## src/rtl/cfifo_pkg.sv

```systemverilog
`timescale 1ns/1ps
package cfifo_pkg;
  // Strobes from a stage's control to its datapath
  typedef struct packed {
    logic push;   // store wrData at the write pointer
    logic fetch;  // move the word at the read pointer into the head register
  } stage_strobe_t;
endpackage

```

## src/rtl/cfifo_ctrl.sv

```systemverilog
`timescale 1ns/1ps
module cfifo_ctrl
  import cfifo_pkg::*;
#(
  parameter int DEPTH = 16
) (
  input  logic          clk,
  input  logic          rst,
  input  logic          wrEnN,
  input  logic          rdEnN,
  output stage_strobe_t strobe,
  output logic          inReadyN,
  output logic          outReadyN
);
  localparam int CW = $clog2(DEPTH + 1);
  localparam logic [CW-1:0] FULL_LEVEL = CW'(DEPTH);

  logic [CW-1:0] fillCount;   // write-side view: slots in use
  logic [CW-1:0] availCount;  // read-side view: words waiting behind the head
  logic [1:0]    pushDly;     // delays a write's visibility to the read side
  logic [1:0]    popDly;      // delays a read's slot release to the write side
  logic          headValid;
  logic          wrAccept;
  logic          rdAccept;
  logic          fetch;

  assign wrAccept = !wrEnN && (fillCount != FULL_LEVEL);
  assign rdAccept = !rdEnN && headValid;
  assign fetch    = (availCount != '0) && (!headValid || rdAccept);

  always_ff @(posedge clk) begin
    if (rst) begin
      fillCount  <= '0;
      availCount <= '0;
      pushDly    <= '0;
      popDly     <= '0;
      headValid  <= 1'b0;
    end else begin
      pushDly    <= {pushDly[0], wrAccept};
      popDly     <= {popDly[0], rdAccept};
      fillCount  <= fillCount + CW'(wrAccept) - CW'(popDly[1]);
      availCount <= availCount + CW'(pushDly[1]) - CW'(fetch);
      headValid  <= fetch || (headValid && !rdAccept);
    end
  end

  assign strobe.push  = wrAccept;
  assign strobe.fetch = fetch;
  assign inReadyN     = (fillCount == FULL_LEVEL);
  assign outReadyN    = !headValid;
endmodule

```

## src/rtl/cfifo_data.sv

```systemverilog
`timescale 1ns/1ps
module cfifo_data
  import cfifo_pkg::*;
#(
  parameter int WIDTH = 18,
  parameter int DEPTH = 16
) (
  input  logic             clk,
  input  logic             rst,
  input  stage_strobe_t    strobe,
  input  logic [WIDTH-1:0] wrData,
  output logic [WIDTH-1:0] rdData
);
  localparam int PW = $clog2(DEPTH);
  localparam logic [PW-1:0] LAST_SLOT = PW'(DEPTH - 1);

  logic [WIDTH-1:0] store [DEPTH];
  logic [PW-1:0]    wrPtr;
  logic [PW-1:0]    rdPtr;
  logic [WIDTH-1:0] headReg;

  always_ff @(posedge clk) begin
    if (strobe.push) store[wrPtr] <= wrData;
  end

  always_ff @(posedge clk) begin
    if (rst) begin
      wrPtr   <= '0;
      rdPtr   <= '0;
      headReg <= '0;
    end else begin
      if (strobe.push) wrPtr <= (wrPtr == LAST_SLOT) ? '0 : wrPtr + 1'b1;
      if (strobe.fetch) begin
        headReg <= store[rdPtr];
        rdPtr   <= (rdPtr == LAST_SLOT) ? '0 : rdPtr + 1'b1;
      end
    end
  end

  assign rdData = headReg;
endmodule

```

## src/rtl/cfifo_stage.sv

```systemverilog
`timescale 1ns/1ps
module cfifo_stage
  import cfifo_pkg::*;
#(
  parameter int WIDTH = 18,
  parameter int DEPTH = 16
) (
  input  logic             clk,
  input  logic             rst,
  input  logic             wrEnN,
  input  logic [WIDTH-1:0] wrData,
  output logic             inReadyN,
  input  logic             rdEnN,
  output logic [WIDTH-1:0] rdData,
  output logic             outReadyN
);
  stage_strobe_t strobe;

  cfifo_ctrl #(.DEPTH(DEPTH)) ctrl (
    .clk(clk), .rst(rst), .wrEnN(wrEnN), .rdEnN(rdEnN),
    .strobe(strobe), .inReadyN(inReadyN), .outReadyN(outReadyN)
  );

  cfifo_data #(.WIDTH(WIDTH), .DEPTH(DEPTH)) data (
    .clk(clk), .rst(rst), .strobe(strobe), .wrData(wrData), .rdData(rdData)
  );
endmodule

```

## src/rtl/cfifo_chain.sv

```systemverilog
`timescale 1ns/1ps
module cfifo_chain #(
  parameter int WIDTH       = 18,
  parameter int STAGE_DEPTH = 16,
  parameter int STAGES      = 3
) (
  input  logic             clk,
  input  logic             rst,
  input  logic             wrEnN,
  input  logic [WIDTH-1:0] wrData,
  output logic             inReadyN,
  input  logic             rdEnN,
  output logic [WIDTH-1:0] rdData,
  output logic             outReadyN
);
  // Link k feeds stage k: fwdN/fwdData come from stage k-1 (or the ports),
  // backN[k] is stage k's input flag, read by stage k-1.
  logic             fwdN    [STAGES+1];
  logic [WIDTH-1:0] fwdData [STAGES+1];
  logic             backN   [STAGES+1];

  assign fwdN[0]        = wrEnN;
  assign fwdData[0]     = wrData;
  assign backN[STAGES]  = rdEnN;

  for (genvar i = 0; i < STAGES; i++) begin : g_stage
    cfifo_stage #(.WIDTH(WIDTH), .DEPTH(STAGE_DEPTH)) stage (
      .clk(clk), .rst(rst),
      .wrEnN(fwdN[i]), .wrData(fwdData[i]), .inReadyN(backN[i]),
      .rdEnN(backN[i+1]), .rdData(fwdData[i+1]), .outReadyN(fwdN[i+1])
    );
  end

  assign inReadyN  = backN[0];
  assign outReadyN = fwdN[STAGES];
  assign rdData    = fwdData[STAGES];
endmodule

```

## config.mk

```make
export PLATFORM = sky130hd
export DESIGN_NAME = cfifo_chain
export DESIGN_NICKNAME = d
export VERILOG_FILES = /design/src/rtl/cfifo_pkg.sv /design/src/rtl/cfifo_ctrl.sv /design/src/rtl/cfifo_data.sv /design/src/rtl/cfifo_stage.sv /design/src/rtl/cfifo_chain.sv
export SDC_FILE = /design/constraint.sdc
export NUM_CORES = 1
export LEC_CHECK = 0
export ABC_AREA = 1
export BUFFER_PORTS_ARGS = -buffer_cell sky130_fd_sc_hd__buf_4
export CORE_MARGIN = 8
export CORE_UTILIZATION = 25
export DETAILED_ROUTE_END_ITERATION = 10
export GPL_TIMING_DRIVEN = 0
export HOLD_SLACK_MARGIN = 0.15
export PLACE_DENSITY = 0.43
export SLEW_MARGIN = 5
export SYNTH_ARGS = -nofsm -noshare
export SYNTH_HDL_FRONTEND = slang
export SYNTH_SLANG_ARGS = --single-unit
```

## constraint.sdc

```tcl
create_clock -name clk -period 2.84 [get_ports clk]
set_input_delay 0 -clock clk [delete_from_list [all_inputs] [get_ports clk]]
set_output_delay 0 -clock clk [all_outputs]
set_load 0.02 [all_outputs]
```

After elaboration in Yosys (flattened, before gate mapping)
Memory sizes are Yosys's and may differ from the RTL's. A register that Yosys moved wholly into a read port is not among the register bits.
Cells that the tools add are included.
{"block": "totals", "ram_bits": 864, "register_bits": 69, "mem_count": 3, "in_bits": 22, "wordCells": 97, "out_inout_bits": 20}
{"name": "g_stage[0].stage.data.store", "words": 16, "width": 18, "rd": 1, "rd_ports_with_merged_regs": 1, "wr": 1, "line_no": "cfifo_data.sv:17", "source": "logic [WIDTH-1:0] store [DEPTH];"}
{"name": "g_stage[1].stage.data.store", "words": 16, "width": 18, "rd": 1, "rd_ports_with_merged_regs": 1, "wr": 1, "line_no": "cfifo_data.sv:17"}
{"name": "g_stage[2].stage.data.store", "words": 16, "width": 18, "rd": 1, "rd_ports_with_merged_regs": 1, "wr": 1, "line_no": "cfifo_data.sv:17"}
{"block": "op_classes", "n_eq_ne": 12, "n_reduce_logical": 31, "mux": 12, "n_addsub": 18}
{"cell": "$add 5x1->5", "count": 6}
{"cell": "$sub 5x1->5", "count": 6}
{"cell": "$add 4x1->4 const B", "count": 6}
{"cell": "$eq 4x4->1 const B", "count": 6}
{"cell": "$mux 4", "count": 6}
{"cell": "$eq 5x5->1 const B", "count": 3}
{"cell": "$ne 5x5->1 const B", "count": 3}
{"cell": "$reduce_bool 5->1", "count": 3}
{"cell": "$logic_and 1x1->1", "count": 12}
{"cell": "$logic_not 1->1", "count": 10}
{"cell": "$logic_or 1x1->1", "count": 6}
{"cell": "$mux 1", "count": 6}

Longest topological paths before layout
{"block": "logic_depth", "ltp_word": 6, "depth_mapped": 16, "mapped_depth_nobuf": 15}

By module
From an unflattened synthesis, not the netlist that was laid out.
{"block": "hier_totals", "cells_unflattened": 4071, "hier_area_um2": 41893.9}
{"mod": "cfifo_data", "cells_each": 1235, "instances": 3, "seq_area_each_um2": 9168.8, "area_per_inst_um2": 13085.0}
{"mod": "cfifo_ctrl", "cells_each": 122, "instances": 3, "seq_area_each_um2": 300.3, "area_per_inst_um2": 879.6}

Worst setup path after synthesis
Ideal clock, no wire load.
{"block": "synth_path", "path_kind": "register to register", "startpoint": "register g_stage[0].stage.ctrl.fillCount[2]", "endpoint": "register g_stage[0].stage.ctrl.fillCount[4]", "period_less_slack_ns": 2.626, "arrival_time_ns": 2.556, "setup_time_ns": 0.070, "path_buffers": 0, "slack_ns": 0.214, "stages_incl_launch_ff": 15, "required_time_ns": 2.770, "path_cell_list": "dfxtp_1 inv_1 ha_1 nand3_1 inv_1 nor2_1 inv_1 ha_1 inv_1 ha_1 inv_1 fa_1 o31ai_1 o21ai_0 a21oi_1"}
{"block": "synth_between", "elab_chain_cells": 4}
{"element": "start: declaration", "line_no": "cfifo_ctrl.sv:18", "source": "logic [CW-1:0] fillCount;"}
{"element": "start signal: assignment", "line_no": "cfifo_ctrl.sv:41", "source": "fillCount <= fillCount + CW'(wrAccept) - CW'(popDly[1]);"}
{"element": "$ne 5x5->1", "line_no": "cfifo_ctrl.sv:27", "source": "assign wrAccept = !wrEnN && (fillCount != FULL_LEVEL);"}
{"element": "$logic_and 1x1->1", "line_no": "cfifo_ctrl.sv:27"}
{"element": "$add 5x1->5 *", "line_no": "cfifo_ctrl.sv:41"}
{"element": "$sub 5x1->5 *", "line_no": "cfifo_ctrl.sv:41"}
Mark *: on every way between the ends. The rest lies on a longest branch, timed or not.
A chain may end at the register's enable or synchronous reset.

Final worst setup path
{"block": "layout_path", "startpoint": "register g_stage[2].stage.ctrl.availCount[2]", "endpoint": "register g_stage[2].stage.ctrl.availCount[4]"}
{"block": "layout_between", "elab_chain_cells": 3, "word_cells_on_any_way": 4, "classes_between": "2 x add/sub; 2 x reduce/logical"}
{"element": "start: declaration", "line_no": "cfifo_ctrl.sv:19", "source": "logic [CW-1:0] availCount;"}
{"element": "start signal: assignment", "line_no": "cfifo_ctrl.sv:42", "source": "availCount <= availCount + CW'(pushDly[1]) - CW'(fetch);"}
{"element": "parallel branches: the longest is 2 deep, another holds $add 5x1->5"}
{"element": "$sub 5x1->5 *", "line_no": "cfifo_ctrl.sv:42"}
Mark *: on every way between the ends.

==> flow_metrics.env <==
export IMPL_post_synth_top_area_cell="sky130_fd_sc_hd__edfxtp_1"
export IMPL_min_path_type="input pin to flip-flop"
export IMPL_post_synth_inst_count=3916
export IMPL_critical_path_reg2reg_startpoint="g_stage[2].stage.ctrl.availCount[2]"
export IMPL_synth_seq_cells=983
export IMPL_num_fill_cells=17044
export IMPL_yosysUniqueCellTypes=27
export IMPL_synth_top_family_by_area="simple AND/OR/NAND/NOR gates"
export IMPL_ctsRootBufferMaster="sky130_fd_sc_hd__clkbuf_16"
export IMPL_clock_skew_ns=0.0671
export IMPL_die_x_um=422
export IMPL_critical_path_slowest_stage_cell="sky130_fd_sc_hd__fa_1"
export IMPL_placed_area_um2=45200
export IMPL_worst_slew_pin_slew_ns=1.11
export IMPL_synth_adder_area_share_pct=1.84
export IMPL_layout_min_cycle_time_ns=2.68
export IMPL_synth_top_cells_by_count="sky130_fd_sc_hd__nand2_1 (1113), sky130_fd_sc_hd__edfxtp_1 (864), sky130_fd_sc_hd__nand3_1 (529)"
export IMPL_number_of_cell_instances_on_the_worst_register_to_register_path=13
export IMPL_grt_first_pass_wirelength_um=178000
export IMPL_fraction_of_synthesized_area_in_multiplexers_pct=0
export IMPL_yosys_warnings=0
export IMPL_worst_r2r_setup_slack_ns=0.16
export IMPL_drt_iter0_markers=2089
export IMPL_timing_max_cap_violations=0
export IMPL_final_layout_size_suffix_gt1_share_pct=10.2
export IMPL_synth_ff_type="sky130_fd_sc_hd__edfxtp_1"
export IMPL_synth_simple_gate_area_share_pct=19.6
export IMPL_setup_worst_path_end="g_stage[2].stage.ctrl.availCount[4]"
export IMPL_detail_route_vias_per_cell=4.24
export IMPL_cts_buffers_inserted=108
export IMPL_floorplan_initialDensity_pct=25.1
export IMPL_routed_via_count=27302
export IMPL_dp_final_hpwl_um=82000
export IMPL_regToRegEndpoint="g_stage[2].stage.ctrl.availCount[4]"
export IMPL_buffer_levels_on_the_longest_clock_path=3
export IMPL_first_global_vias=26785
export IMPL_synth_compound_area_share_pct=2.97
export IMPL_synth_edf_count=864
export IMPL_die_y_um=422
export IMPL_design_core_area_um2=164000
export IMPL_post_synth_cell_area_avg_um2=10.5
export IMPL_tritoncts="built"
export IMPL_clock_sink_count=983
export IMPL_final_util_pct=29.8
export IMPL_most_common_cell_in_the_netlist="sky130_fd_sc_hd__nand2_1"
export IMPL_layout_nets=4231
export IMPL_clk_insertion_delay_late_ns=0.74
export IMPL_post_route_drc_count=0
export IMPL_worstPathBufferInverterCount=3
export IMPL_final_design_instance_area_without_fill_um2=49100
export IMPL_cp_top_family="adder cells"
export IMPL_timing_critical_path_arrival_ns=3.29
export IMPL_grt_usage_pct=13.2
export IMPL_crit_path_max_incr_delay_ns=0.44
export IMPL_status="complete, no violations"
export IMPL_io_buffers=41
export IMPL_powerDensity_nw_per_um2=976
export IMPL_finalSetupViolCount=0
export IMPL_worstPathCellList="inv_1 -> ha_1 -> nand3_1 -> nand2_2 -> clkinvlp_4 -> ha_1 -> inv_1 -> ha_1 -> fa_1 -> a21oi_1 -> o21bai_1 -> o21ai_0 -> a21oi_1"
export IMPL_synth_seq_area_share_pct=68.7
export IMPL_cp_num_cells=13
export IMPL_hold_ws_ns=0.214
export IMPL_path_common_cell="sky130_fd_sc_hd__ha_1"
export IMPL_crit_type="flip-flop to flip-flop"
export IMPL_dpl_worst_slack_ns=-0.577
export IMPL_floorplan_die_area_um2=178000
export IMPL_total_number_of_placement_rows=149
export IMPL_critPathCaptureType="flip-flop"
export IMPL_async_reset_ff_share_pct=0
export IMPL_portion_of_synthesized_cell_area_occupied_by_the_leading_cell_type_pct=62.9
export IMPL_grt_overflow=0
export IMPL_p_leak_nw=19.5
export IMPL_floorplan_io_pins=42
export IMPL_routabilityCongestion=0.794
export IMPL_slew_viol_final=0
export IMPL_cts_reportedPaths_clkPinSlew_ns=0.06
export IMPL_relSlewSlack_pct=26.1
export IMPL_synth_top_cells_by_area="sky130_fd_sc_hd__edfxtp_1 (63%), sky130_fd_sc_hd__nand2_1 (10%), sky130_fd_sc_hd__nand3_1 (6.4%)"
export IMPL_synthesized_area_um2=41200
export IMPL_critPathLaunch="g_stage[2].stage.ctrl.availCount[2]"
export IMPL_drt_pass1_iterations=5
export IMPL_cp_data_required_time_ns=3.45
export IMPL_hold_vio_cnt_final=0
export IMPL_final_setup_worst_slack_ns=0.160
export IMPL_detail_route_wl_per_cell_um=18.7
export IMPL_achievable_frequency_mhz=373
export IMPL_largest_net_degree_at_the_start_of_global_routing=19
export IMPL_worst_path_max_fanout=5
export IMPL_antenna_violations_before_repair=8
export IMPL_finalCritPeriodShare_pct=94.4
export IMPL_fin_total_pwr_mw=47.9
export IMPL_startpoint_type="flip-flop"
export IMPL_syn_to_final_growth_pct=19.1
export IMPL_htree_num_levels=3
export IMPL_synthXorXnorAreaFrac_pct=0.361
export IMPL_vdd_ir_drop_worst_uv=518
export IMPL_drt_total_wl_um=120000
export IMPL_antenna_violating_nets_post_route=0
export IMPL_syn_nets=3995
-- where the power goes --
part	total (mW)	switching [mW]	internal (mW)
logic	14.7	10.3	4.39
clock network	13.8	5.99	7.79
registers	19.4	1.62	17.8
-- worst register-to-register path: cells and delay by family, from the launching register on --
kind | cells | cell delay, ns
buffers and inverters | 3 | 0.33
AO/OA/AOI/OAI | 4 | 0.47
adder cells (fa/ha/maj) | 4 | 1.12
flip-flops | 1 | 0.31
AND/OR/NAND/NOR | 2 | 0.34
-- layout make-up --
class	count	area, µm²	area share, %
Sequential cell	983	28300	57.7
Multi-Input combinational cell	2291	10400	21.2
Clock buffer	160	3080	6.27
Tap cell	2189	2740	5.58
Inverter	433	1630	3.32
Timing Repair Buffer	127	1470	2.99
Buffer	208	1060	2.15
Clock inverter	44	392	0.798
Antenna cell	2	5.00	0.0102
-- timing repair --
item                       in CTS  in global routing
resized for setup               9                 15
hold buffers                   35                  0
gates cloned                    0                  0
pin swaps                       0                  8
setup buffers                   1                  3
hold endpoints to repair      610                  0
setup endpoints to repair       8                  4
-- routing by layer --
layer / part of all wire, % / track usage (%) / up-vias
met5: 0.011 / 0 / -
met4: 3.4 / 4.44 / 2
met3: 4.4 / 2.36 / 190
met2: 46 / 21.3 / 580
met1: 46 / 17.8 / 13089
li1: - / - / 13441
-- stage by stage --
step	TNS, ns	cells
after floorplan	0	3916
after global placement	-378.69	6146
after detailed placement	-1.39	6193
after CTS	-0.0584	6432
after global routing	-0.00143	6435
final	0	6437
-- flip-flops by register name, summed over array words and instances, names as in the netlist --
name / cells
g_stage.stage.ctrl.popDly: 4
g_stage.stage.ctrl.availCount: 15
g_stage.stage.data.rdData: 54
g_stage.stage.data.rdPtr: 12
g_stage.stage.data.store: 864
g_stage.stage.ctrl.fillCount: 15
g_stage.stage.data.wrPtr: 12
g_stage.stage.ctrl.pushDly: 4
g_stage.stage.ctrl.headValid: 3
-- cell usage in the layout, fill, tap and decap left out, types with 4 or more instances in the layout --
cell	synthesis	layout
sky130_fd_sc_hd__buf_2	84	82
sky130_fd_sc_hd__nor2_2	0	47
sky130_fd_sc_hd__o21ai_0	137	136
sky130_fd_sc_hd__nand2_1	1113	1110
sky130_fd_sc_hd__nor2_1	328	280
sky130_fd_sc_hd__edfxtp_1	864	864
sky130_fd_sc_hd__dlygate4sd3_1	0	35
sky130_fd_sc_hd__clkinv_1	2	20
sky130_fd_sc_hd__inv_2	8	10
sky130_fd_sc_hd__clkbuf_1	71	104
sky130_fd_sc_hd__buf_1	18	18
sky130_fd_sc_hd__dfxtp_1	119	119
sky130_fd_sc_hd__buf_8	1	43
sky130_fd_sc_hd__a21oi_1	79	78
sky130_fd_sc_hd__buf_16	0	6
sky130_fd_sc_hd__nand3_1	529	529
sky130_fd_sc_hd__buf_4	31	77
sky130_fd_sc_hd__clkbuf_8	0	18
sky130_fd_sc_hd__ha_1	51	50
sky130_fd_sc_hd__o21ai_1	18	19
sky130_fd_sc_hd__inv_1	423	419
sky130_fd_sc_hd__xor2_1	14	14
sky130_fd_sc_hd__clkinv_2	0	12
sky130_fd_sc_hd__buf_6	4	4
sky130_fd_sc_hd__clkbuf_16	0	108
-- worst min path at each step --
stage	endpoint	slack [ns]	depth (start not counted)	start
floorplan	g_stage[2].stage.ctrl.popDly[0]	0.08	1	rdEnN
global placement	g_stage[2].stage.ctrl.popDly[0]	0.18	2	rdEnN
detailed placement	g_stage[2].stage.ctrl.popDly[0]	0.18	2	rdEnN
CTS	g_stage[0].stage.data.store[6][12]	0.15	2	wrData[12]
global route	g_stage[0].stage.data.store[6][11]	0.19	2	wrData[11]
finish	g_stage[2].stage.ctrl.headValid	0.21	6	rdEnN
-- logic make-up after synthesis --
family	Yosys count
AND/OR/NAND/NOR	1976
AO/OA/AOI/OAI	241
XOR/XNOR	17
flip-flops	983
adder cells (fa/ha/maj)	57
buffers and inverters	642
No activity file was read; power rests on OpenSTA's default activity.
